File: config.mk
export PLATFORM = sky130hd
export DESIGN_NAME = wf_sequencer
export DESIGN_NICKNAME = d
export VERILOG_FILES = /design/src/rtl/wf_pkg.sv /design/src/rtl/wf_opdec.sv /design/src/rtl/wf_seq.sv /design/src/rtl/wf_dpath.sv /design/src/rtl/wf_sequencer.sv
export SDC_FILE = /design/constraint.sdc
export NUM_CORES = 1
export LEC_CHECK = 0
export BUFFER_PORTS_ARGS = -buffer_cell sky130_fd_sc_hd__buf_2
export CORE_AREA = 4 4 114 116
export DETAILED_ROUTE_END_ITERATION = 8
export DIE_AREA = 0 0 118 120
export PLACE_DENSITY = 0.77
export SLEW_MARGIN = 20
export SYNTH_ARGS = -nofsm -noshare
export SYNTH_HDL_FRONTEND = slang
export SYNTH_HIERARCHICAL = 1
export SYNTH_SLANG_ARGS = --single-unit
File: constraint.sdc
create_clock -name clk -period 5.15 [get_ports clk]
set_clock_uncertainty 0.15 [all_clocks]
set_input_delay 0.7725 -clock clk [delete_from_list [all_inputs] [get_ports clk]]
set_output_delay 0.7725 -clock clk [all_outputs]
set_load 0.01 [all_outputs]
File: src/rtl/wf_pkg.sv
package wf_pkg;

    localparam int OPW       = 6;
    localparam int INCAD_BIT = 3;

    // One opcode word; bit order is fixed
    typedef struct packed {
        logic sgl;
        logic gint;
        logic incad;
        logic nxt;
        logic data;
        logic dp;
    } wf_op_t;

    // Effective per-state controls once the waveform mode is known
    typedef struct packed {
        logic use_hold;
        logic sel_crc;
        logic drive;
        logic sample;
        logic adv;
        logic needs_fifo;
    } wf_ctl_t;

    function automatic wf_ctl_t wf_decode(logic sgl, logic nxt, logic data,
                                          logic wr, logic fifo);
        wf_ctl_t c;
        c.use_hold   = !fifo || sgl;
        c.sel_crc    = fifo && sgl && nxt;
        c.drive      = wr && data;
        c.sample     = !wr && data;
        c.adv        = fifo && !sgl && nxt && wr;
        c.needs_fifo = fifo && !sgl && data;
        return c;
    endfunction

endpackage

File: src/rtl/wf_opdec.sv
module wf_opdec
    import wf_pkg::*;
#(
    parameter int NSTATE = 7,
    parameter int STW    = 3,
    parameter int CW     = 8
) (
    input  logic [STW-1:0]        cur_idx,
    input  logic [STW-1:0]        nxt_idx,
    input  logic [NSTATE*OPW-1:0] op_tbl,
    input  logic [NSTATE*CW-1:0]  dwell_tbl,
    input  logic [NSTATE*STW-1:0] hi_tbl,
    input  logic [NSTATE*STW-1:0] lo_tbl,
    output wf_op_t                cur_op,
    output logic [STW-1:0]        cur_hi,
    output logic [STW-1:0]        cur_lo,
    output logic [CW-1:0]         nxt_dwell,
    output logic                  nxt_incad
);

    // The idle index matches no entry and decodes to an all-zero state
    always_comb begin
        cur_op    = '0;
        cur_hi    = '0;
        cur_lo    = '0;
        nxt_dwell = '0;
        nxt_incad = 1'b0;
        for (int i = 0; i < NSTATE; i++) begin
            if (cur_idx == STW'(i)) begin
                cur_op = wf_op_t'(op_tbl[i*OPW +: OPW]);
                cur_hi = hi_tbl[i*STW +: STW];
                cur_lo = lo_tbl[i*STW +: STW];
            end
            if (nxt_idx == STW'(i)) begin
                nxt_dwell = dwell_tbl[i*CW +: CW];
                nxt_incad = op_tbl[i*OPW + INCAD_BIT];
            end
        end
    end

endmodule

File: src/rtl/wf_seq.sv
module wf_seq #(
    parameter int NSTATE = 7,
    parameter int STW    = 3,
    parameter int CW     = 8
) (
    input  logic           clk,
    input  logic           rst,
    input  logic           start,
    input  logic           ready,
    input  logic           cur_dp,
    input  logic [STW-1:0] cur_hi,
    input  logic [STW-1:0] cur_lo,
    input  logic [CW-1:0]  nxt_dwell,
    input  logic           abort,
    output logic [STW-1:0] state_q,
    output logic [STW-1:0] nxt_idx,
    output logic           first_q,
    output logic           leave,
    output logic           enter,
    output logic           busy,
    output logic           done_q
);

    localparam logic [STW-1:0] IDLE = STW'(NSTATE);

    logic [CW-1:0]  cnt_q;
    logic [STW-1:0] tgt;

    assign busy = (state_q != IDLE);

    always_comb begin
        tgt     = ready ? cur_hi : cur_lo;
        nxt_idx = state_q;
        leave   = 1'b0;
        if (!busy) begin
            if (start) begin
                nxt_idx = '0;
                leave   = 1'b1;
            end
        end else if (abort) begin
            nxt_idx = IDLE;
            leave   = 1'b1;
        end else if (cur_dp) begin
            if (tgt != state_q) begin
                nxt_idx = (tgt >= IDLE) ? IDLE : tgt;
                leave   = 1'b1;
            end
        end else if (cnt_q == '0) begin
            nxt_idx = state_q + 1'b1;
            leave   = 1'b1;
        end
        enter = leave && (nxt_idx != IDLE);
    end

    always_ff @(posedge clk) begin
        if (rst) begin
            state_q <= IDLE;
            cnt_q   <= '0;
            first_q <= 1'b0;
            done_q  <= 1'b0;
        end else begin
            state_q <= nxt_idx;
            first_q <= enter;
            done_q  <= busy && leave && (nxt_idx == IDLE);
            if (enter)
                cnt_q <= nxt_dwell;
            else if (busy && cnt_q != '0)
                cnt_q <= cnt_q - 1'b1;
        end
    end


    start_enter_chk: assert property (@(posedge clk) disable iff (rst)
        (start && !busy) |=> (state_q == '0 && first_q));


    dp_wait_chk: assert property (@(posedge clk) disable iff (rst)
        (busy && cur_dp && !abort && tgt == state_q) |=> ($stable(state_q) && !first_q));


    entry_new_chk: assert property (@(posedge clk) disable iff (rst)
        first_q |-> (state_q != $past(state_q)));


    done_pulse_chk: assert property (@(posedge clk) disable iff (rst)
        done_q |-> (!busy ##1 !done_q));

endmodule

File: src/rtl/wf_dpath.sv
module wf_dpath
    import wf_pkg::*;
#(
    parameter int DW = 16,
    parameter int AW = 9
) (
    input  logic          clk,
    input  logic          rst,
    input  logic          start_ev,
    input  logic          enter,
    input  logic          first,
    input  logic          leave,
    input  logic          active,
    input  logic          op_sgl,
    input  logic          op_gint,
    input  logic          op_incad,
    input  logic          op_nxt,
    input  logic          op_data,
    input  logic          nxt_incad,
    input  logic          wave_wr,
    input  logic          wave_fifo,
    input  logic [AW-1:0] adr_init,
    input  logic [DW-1:0] fifo_rdata,
    input  logic          fifo_empty,
    input  logic          fifo_full,
    input  logic [DW-1:0] sgl_src,
    input  logic [DW-1:0] crc_src,
    input  logic [DW-1:0] bus_din,
    output logic          abort,
    output logic          bus_oe,
    output logic [DW-1:0] bus_dout,
    output logic          fifo_pop,
    output logic          fifo_push,
    output logic [DW-1:0] fifo_wdata,
    output logic [DW-1:0] sgl_cap,
    output logic [DW-1:0] crc_cap,
    output logic [AW-1:0] addr,
    output logic          irq
);

    logic    wr_q, fifo_q, take;
    wf_ctl_t ctl;

    assign ctl   = wf_decode(op_sgl, op_nxt, op_data, wr_q, fifo_q);
    assign abort = first && ctl.needs_fifo && (wr_q ? fifo_empty : fifo_full);
    assign take  = active && leave && !abort && ctl.sample;

    assign irq        = first && op_gint;
    assign bus_oe     = active && ctl.drive && !abort;
    assign bus_dout   = !bus_oe      ? '0 :
                        !ctl.use_hold ? fifo_rdata :
                        ctl.sel_crc  ? crc_src : sgl_src;
    assign fifo_pop   = first && ctl.adv && !fifo_empty;
    assign fifo_push  = take && !ctl.use_hold && !fifo_full;
    assign fifo_wdata = fifo_push ? bus_din : '0;

    always_ff @(posedge clk) begin
        if (rst) begin
            wr_q    <= 1'b0;
            fifo_q  <= 1'b0;
            addr    <= '0;
            sgl_cap <= '0;
            crc_cap <= '0;
        end else begin
            if (start_ev) begin
                wr_q   <= wave_wr;
                fifo_q <= wave_fifo;
                addr   <= adr_init + AW'(nxt_incad);
            end else if (enter) begin
                addr   <= addr + AW'(nxt_incad);
            end
            if (take && ctl.use_hold) begin
                if (ctl.sel_crc) crc_cap <= bus_din;
                else             sgl_cap <= bus_din;
            end
        end
    end


    adr_hold_chk: assert property (@(posedge clk) disable iff (rst)
        !first |-> $stable(addr));


    adr_step_chk: assert property (@(posedge clk) disable iff (rst)
        (first && $past(active)) |-> (addr == $past(addr) + AW'(op_incad)));


    pop_dir_chk: assert property (@(posedge clk) disable iff (rst)
        fifo_pop |-> (wr_q && !fifo_empty && !fifo_push));


    oe_mode_chk: assert property (@(posedge clk) disable iff (rst)
        bus_oe |-> (active && wr_q && !fifo_push));


    abort_quiet_chk: assert property (@(posedge clk) disable iff (rst)
        abort |-> (!bus_oe && !fifo_push ##1 !active));

endmodule

File: src/rtl/wf_sequencer.sv
module wf_sequencer
    import wf_pkg::*;
#(
    parameter int NSTATE = 7,
    parameter int DW     = 16,
    parameter int AW     = 9,
    parameter int CW     = 8,
    localparam int STW   = $clog2(NSTATE + 1)
) (
    input  logic                  clk,
    input  logic                  rst,
    input  logic                  start,
    input  logic                  wave_wr,
    input  logic                  wave_fifo,
    input  logic [AW-1:0]         adr_init,
    input  logic [NSTATE*OPW-1:0] op_tbl,
    input  logic [NSTATE*CW-1:0]  dwell_tbl,
    input  logic [NSTATE*STW-1:0] hi_tbl,
    input  logic [NSTATE*STW-1:0] lo_tbl,
    input  logic                  ready,
    input  logic [DW-1:0]         fifo_rdata,
    input  logic                  fifo_empty,
    output logic                  fifo_pop,
    input  logic                  fifo_full,
    output logic                  fifo_push,
    output logic [DW-1:0]         fifo_wdata,
    input  logic [DW-1:0]         sgl_src,
    input  logic [DW-1:0]         crc_src,
    output logic [DW-1:0]         sgl_cap,
    output logic [DW-1:0]         crc_cap,
    input  logic [DW-1:0]         bus_din,
    output logic [DW-1:0]         bus_dout,
    output logic                  bus_oe,
    output logic [AW-1:0]         addr,
    output logic                  irq,
    output logic                  busy,
    output logic                  done
);

    wf_op_t         cur_op;
    logic [STW-1:0] state, nxt_idx, cur_hi, cur_lo;
    logic [CW-1:0]  nxt_dwell;
    logic           nxt_incad, first, leave, enter, abort;

    wf_opdec #(.NSTATE(NSTATE), .STW(STW), .CW(CW)) u_dec (
        .cur_idx(state), .nxt_idx(nxt_idx), .op_tbl(op_tbl),
        .dwell_tbl(dwell_tbl), .hi_tbl(hi_tbl), .lo_tbl(lo_tbl),
        .cur_op(cur_op), .cur_hi(cur_hi), .cur_lo(cur_lo),
        .nxt_dwell(nxt_dwell), .nxt_incad(nxt_incad)
    );

    wf_seq #(.NSTATE(NSTATE), .STW(STW), .CW(CW)) u_seq (
        .clk(clk), .rst(rst), .start(start), .ready(ready),
        .cur_dp(cur_op.dp), .cur_hi(cur_hi), .cur_lo(cur_lo),
        .nxt_dwell(nxt_dwell), .abort(abort), .state_q(state),
        .nxt_idx(nxt_idx), .first_q(first), .leave(leave),
        .enter(enter), .busy(busy), .done_q(done)
    );

    wf_dpath #(.DW(DW), .AW(AW)) u_dp (
        .clk(clk), .rst(rst), .start_ev(leave && !busy), .enter(enter),
        .first(first), .leave(leave), .active(busy),
        .op_sgl(cur_op.sgl), .op_gint(cur_op.gint), .op_incad(cur_op.incad),
        .op_nxt(cur_op.nxt), .op_data(cur_op.data), .nxt_incad(nxt_incad),
        .wave_wr(wave_wr), .wave_fifo(wave_fifo), .adr_init(adr_init),
        .fifo_rdata(fifo_rdata), .fifo_empty(fifo_empty), .fifo_full(fifo_full),
        .sgl_src(sgl_src), .crc_src(crc_src), .bus_din(bus_din),
        .abort(abort), .bus_oe(bus_oe), .bus_dout(bus_dout),
        .fifo_pop(fifo_pop), .fifo_push(fifo_push), .fifo_wdata(fifo_wdata),
        .sgl_cap(sgl_cap), .crc_cap(crc_cap), .addr(addr), .irq(irq)
    );

endmodule

==> flow_metrics.env <==
export IMPL_cts_tree="yes"
export IMPL_initial_utilization=0.409
export IMPL_antenna_found_initial=0
export IMPL_vias=5576
export IMPL_ios=300
export IMPL_core_um2=11900
export IMPL_final_util=0.560
export IMPL_cpPeakStageDelay_ns=0.50
export IMPL_status="complete, no violations"
export IMPL_timing_fmax_ghz=0.211
export IMPL_postRouteWirelength_mm=17.5
export IMPL_cts_root_buf="clkbuf_16"
export IMPL_drc=0
export IMPL_drive_above_1_share=0.440
export IMPL_clk_latency_ns=0.29
export IMPL_reg2reg_slack_ns=0.45
export IMPL_worst_hold_path_type="flop to flop"
export IMPL_slew_violations=0
export IMPL_critical_path_class="flop to output port"
export IMPL_slowest_stage="dfxtp_2"
export IMPL_die_area_um2=14200
export IMPL_required_ns=4.23
export IMPL_gp_congestion=0.935
export IMPL_areaGrowthSynthToFinish_pct=36.8
export IMPL_path_cells="buf_6 > mux2_4 > a222oi_1 > a21oi_1 > mux2i_1 > xor2_1 > a41o_1 > o21a_1 > inv_1 > buf_4 > nand4b_2 > nor3_2 > buf_4 > and2_1 > buf_2"
export IMPL_fillers=1163
export IMPL_hold_viol=0
export IMPL_grt_pass1_vias=5509
export IMPL_path_clk_slew_ns=0.07
export IMPL_rows=40
export IMPL_firstDrtPassIters=7
export IMPL_power_density_nw_per_um2=527
export IMPL_rsz0062_at_grt="false"
export IMPL_end_kind="output port"
export IMPL_vdd_drop_max_mv=0.250
export IMPL_tightest_slew_ns=1.09
export IMPL_diodes=0
export IMPL_drt_initial_drc_count=245
export IMPL_clockBufferDepth=2
export IMPL_period_minus_slack_ns=4.73
export IMPL_fin_nets=1103
export IMPL_synthCells=588
export IMPL_critPathArrivalTime_ns=3.81
export IMPL_fin_tns_setup_ns=0
export IMPL_avgSynthCellArea_um2=8.29
export IMPL_cp_max_fo=26
export IMPL_cp_start_kind="flop"
export IMPL_cts_buffers_inserted=5
export IMPL_slew_headroom=0.275
export IMPL_whs_ns=0.305
export IMPL_wl_per_cell_um=17.1
export IMPL_port_buffers=299
export IMPL_die_x_um=118
export IMPL_dp_hpwl_mm=14.3
export IMPL_grt_total_usage=0.232
export IMPL_cts_sinks=56
export IMPL_p_leak_nw=3.44
export IMPL_cts_hold_buf=0
export IMPL_yosys_warnings=6
export IMPL_grt_max_degree=58
export IMPL_vias_per_cell=5.44
export IMPL_grt_overflow=0
export IMPL_cts_setup_buffers=0
export IMPL_cp_common_cell="buf_4"
export IMPL_cap_viol_max_count=0
export IMPL_ant_nets=0
export IMPL_finalCritPeriodShare=0.919
export IMPL_syn_num_nets=814
export IMPL_synth_area_um2=4870
export IMPL_grt_pass1_wl_mm=27.5
export IMPL_h_tree_depth=2
export IMPL_die_y_um=120
export IMPL_setup_viol=0
layer usage:
metal / GRT usage / vias to the layer above / share of wire
met5: 0 / - / 0
met2: 0.439 / 247 / 0.52
met1: 0.266 / 2572 / 0.39
li1: - / 2735 / -
met4: 0.0476 / 0 / 0.016
met3: 0.0528 / 22 / 0.072
cell usage in the layout, fill, tap and decap left out, types with 4 or more instances in the layout:
cell type / count
buf_4: 27
nand3b_1: 5
dfxtp_1: 55
or2_2: 8
nand2_1: 49
ha_1: 5
nor3_1: 9
nor2b_1: 15
a21oi_1: 41
buf_2: 299
nand2b_1: 9
mux2i_1: 48
a222oi_1: 9
mux2_2: 7
o21a_1: 4
nor4bb_1: 5
a211oi_1: 29
nand3_1: 8
xor2_1: 15
o22ai_1: 14
xnor2_1: 7
mux2_4: 9
inv_1: 13
nor2_1: 50
mux4_2: 5
a2bb2oi_1: 4
nand4_1: 7
clkbuf_16: 5
or2_1: 7
nand4b_1: 5
a221oi_1: 5
and3b_1: 14
a32oi_1: 4
o21ai_0: 17
and2_1: 17
critical path, delay by kind of cell, from the launching register on:
family / cells / cell delay, ns
buffers and inverters: 5 / 0.89
DFF: 1 / 0.50
xor gates and xnor gates: 1 / 0.10
AOI/OAI and AO/OA: 4 / 1.04
muxes: 2 / 0.55
and+or+nand+nor: 3 / 0.42
what timing repair did:
item,in CTS,in global routing
gates resized for setup,0,4
endpoints found under the hold margin,0,0
endpoints found under the setup margin,0,6
registers in the layout, indices dropped and copies added, names as in the netlist:
name           count
u_dp/crc_cap      16
u_dp/sgl_cap      16
u_dp/addr          9
u_seq/cnt_q        8
u_seq/state_q      3
u_dp/fifo_q        1
u_dp/wr_q          1
u_seq/done_q       1
u_seq/first_q      1
where the power goes:
part	switching [mW]	total, mW	internal [mW]	leakage (nW)
Combinational	1.37	2.48	1.11	2.89
Clock	0.165	0.397	0.233	0.0857
Sequential	0.109	0.638	0.529	0.456
final timing paths:
| kind | to | from | depth (start not counted) |
|---|---|---|---|
| worst max register to register | u_dp/addr[6]$_SDFFE_PP0P_ | u_seq/state_q[1]$_SDFF_PP1_ | 21 |
| worst max-delay path | fifo_wdata[10] | u_seq/state_q[1]$_SDFF_PP1_ | 15 |
| worst min-delay path | u_dp/crc_cap[4]$_SDFFE_PP0P_ | u_dp/crc_cap[4]$_SDFFE_PP0P_ | 2 |
| worst min register to register | u_dp/crc_cap[4]$_SDFFE_PP0P_ | u_dp/crc_cap[4]$_SDFFE_PP0P_ | 2 |
final cells by class:
type	instances	area (um^2)	area share
clock buffers	5	125	0.0188
clock inverters	3	46.3	0.00695
inverters	14	52.6	0.00788
multi-input cells	473	3420	0.514
flip-flops and latches	56	1120	0.168
well taps	147	184	0.0276
repair buffers	327	1710	0.257
metrics by stage:
step	total power [mW]	area [um^2]	instances	setup WS [ns]
finish	3.51	6670	1025	0.417
global route	3.81	6670	1025	0.0436
CTS	3.51	6660	1025	0.262
detailed placement	3.10	6480	1017	0.0407
global placement	3.07	6480	1017	0.123
floorplan	2.54	4870	588	0.348
No activity file was read; power rests on OpenSTA's default activity.
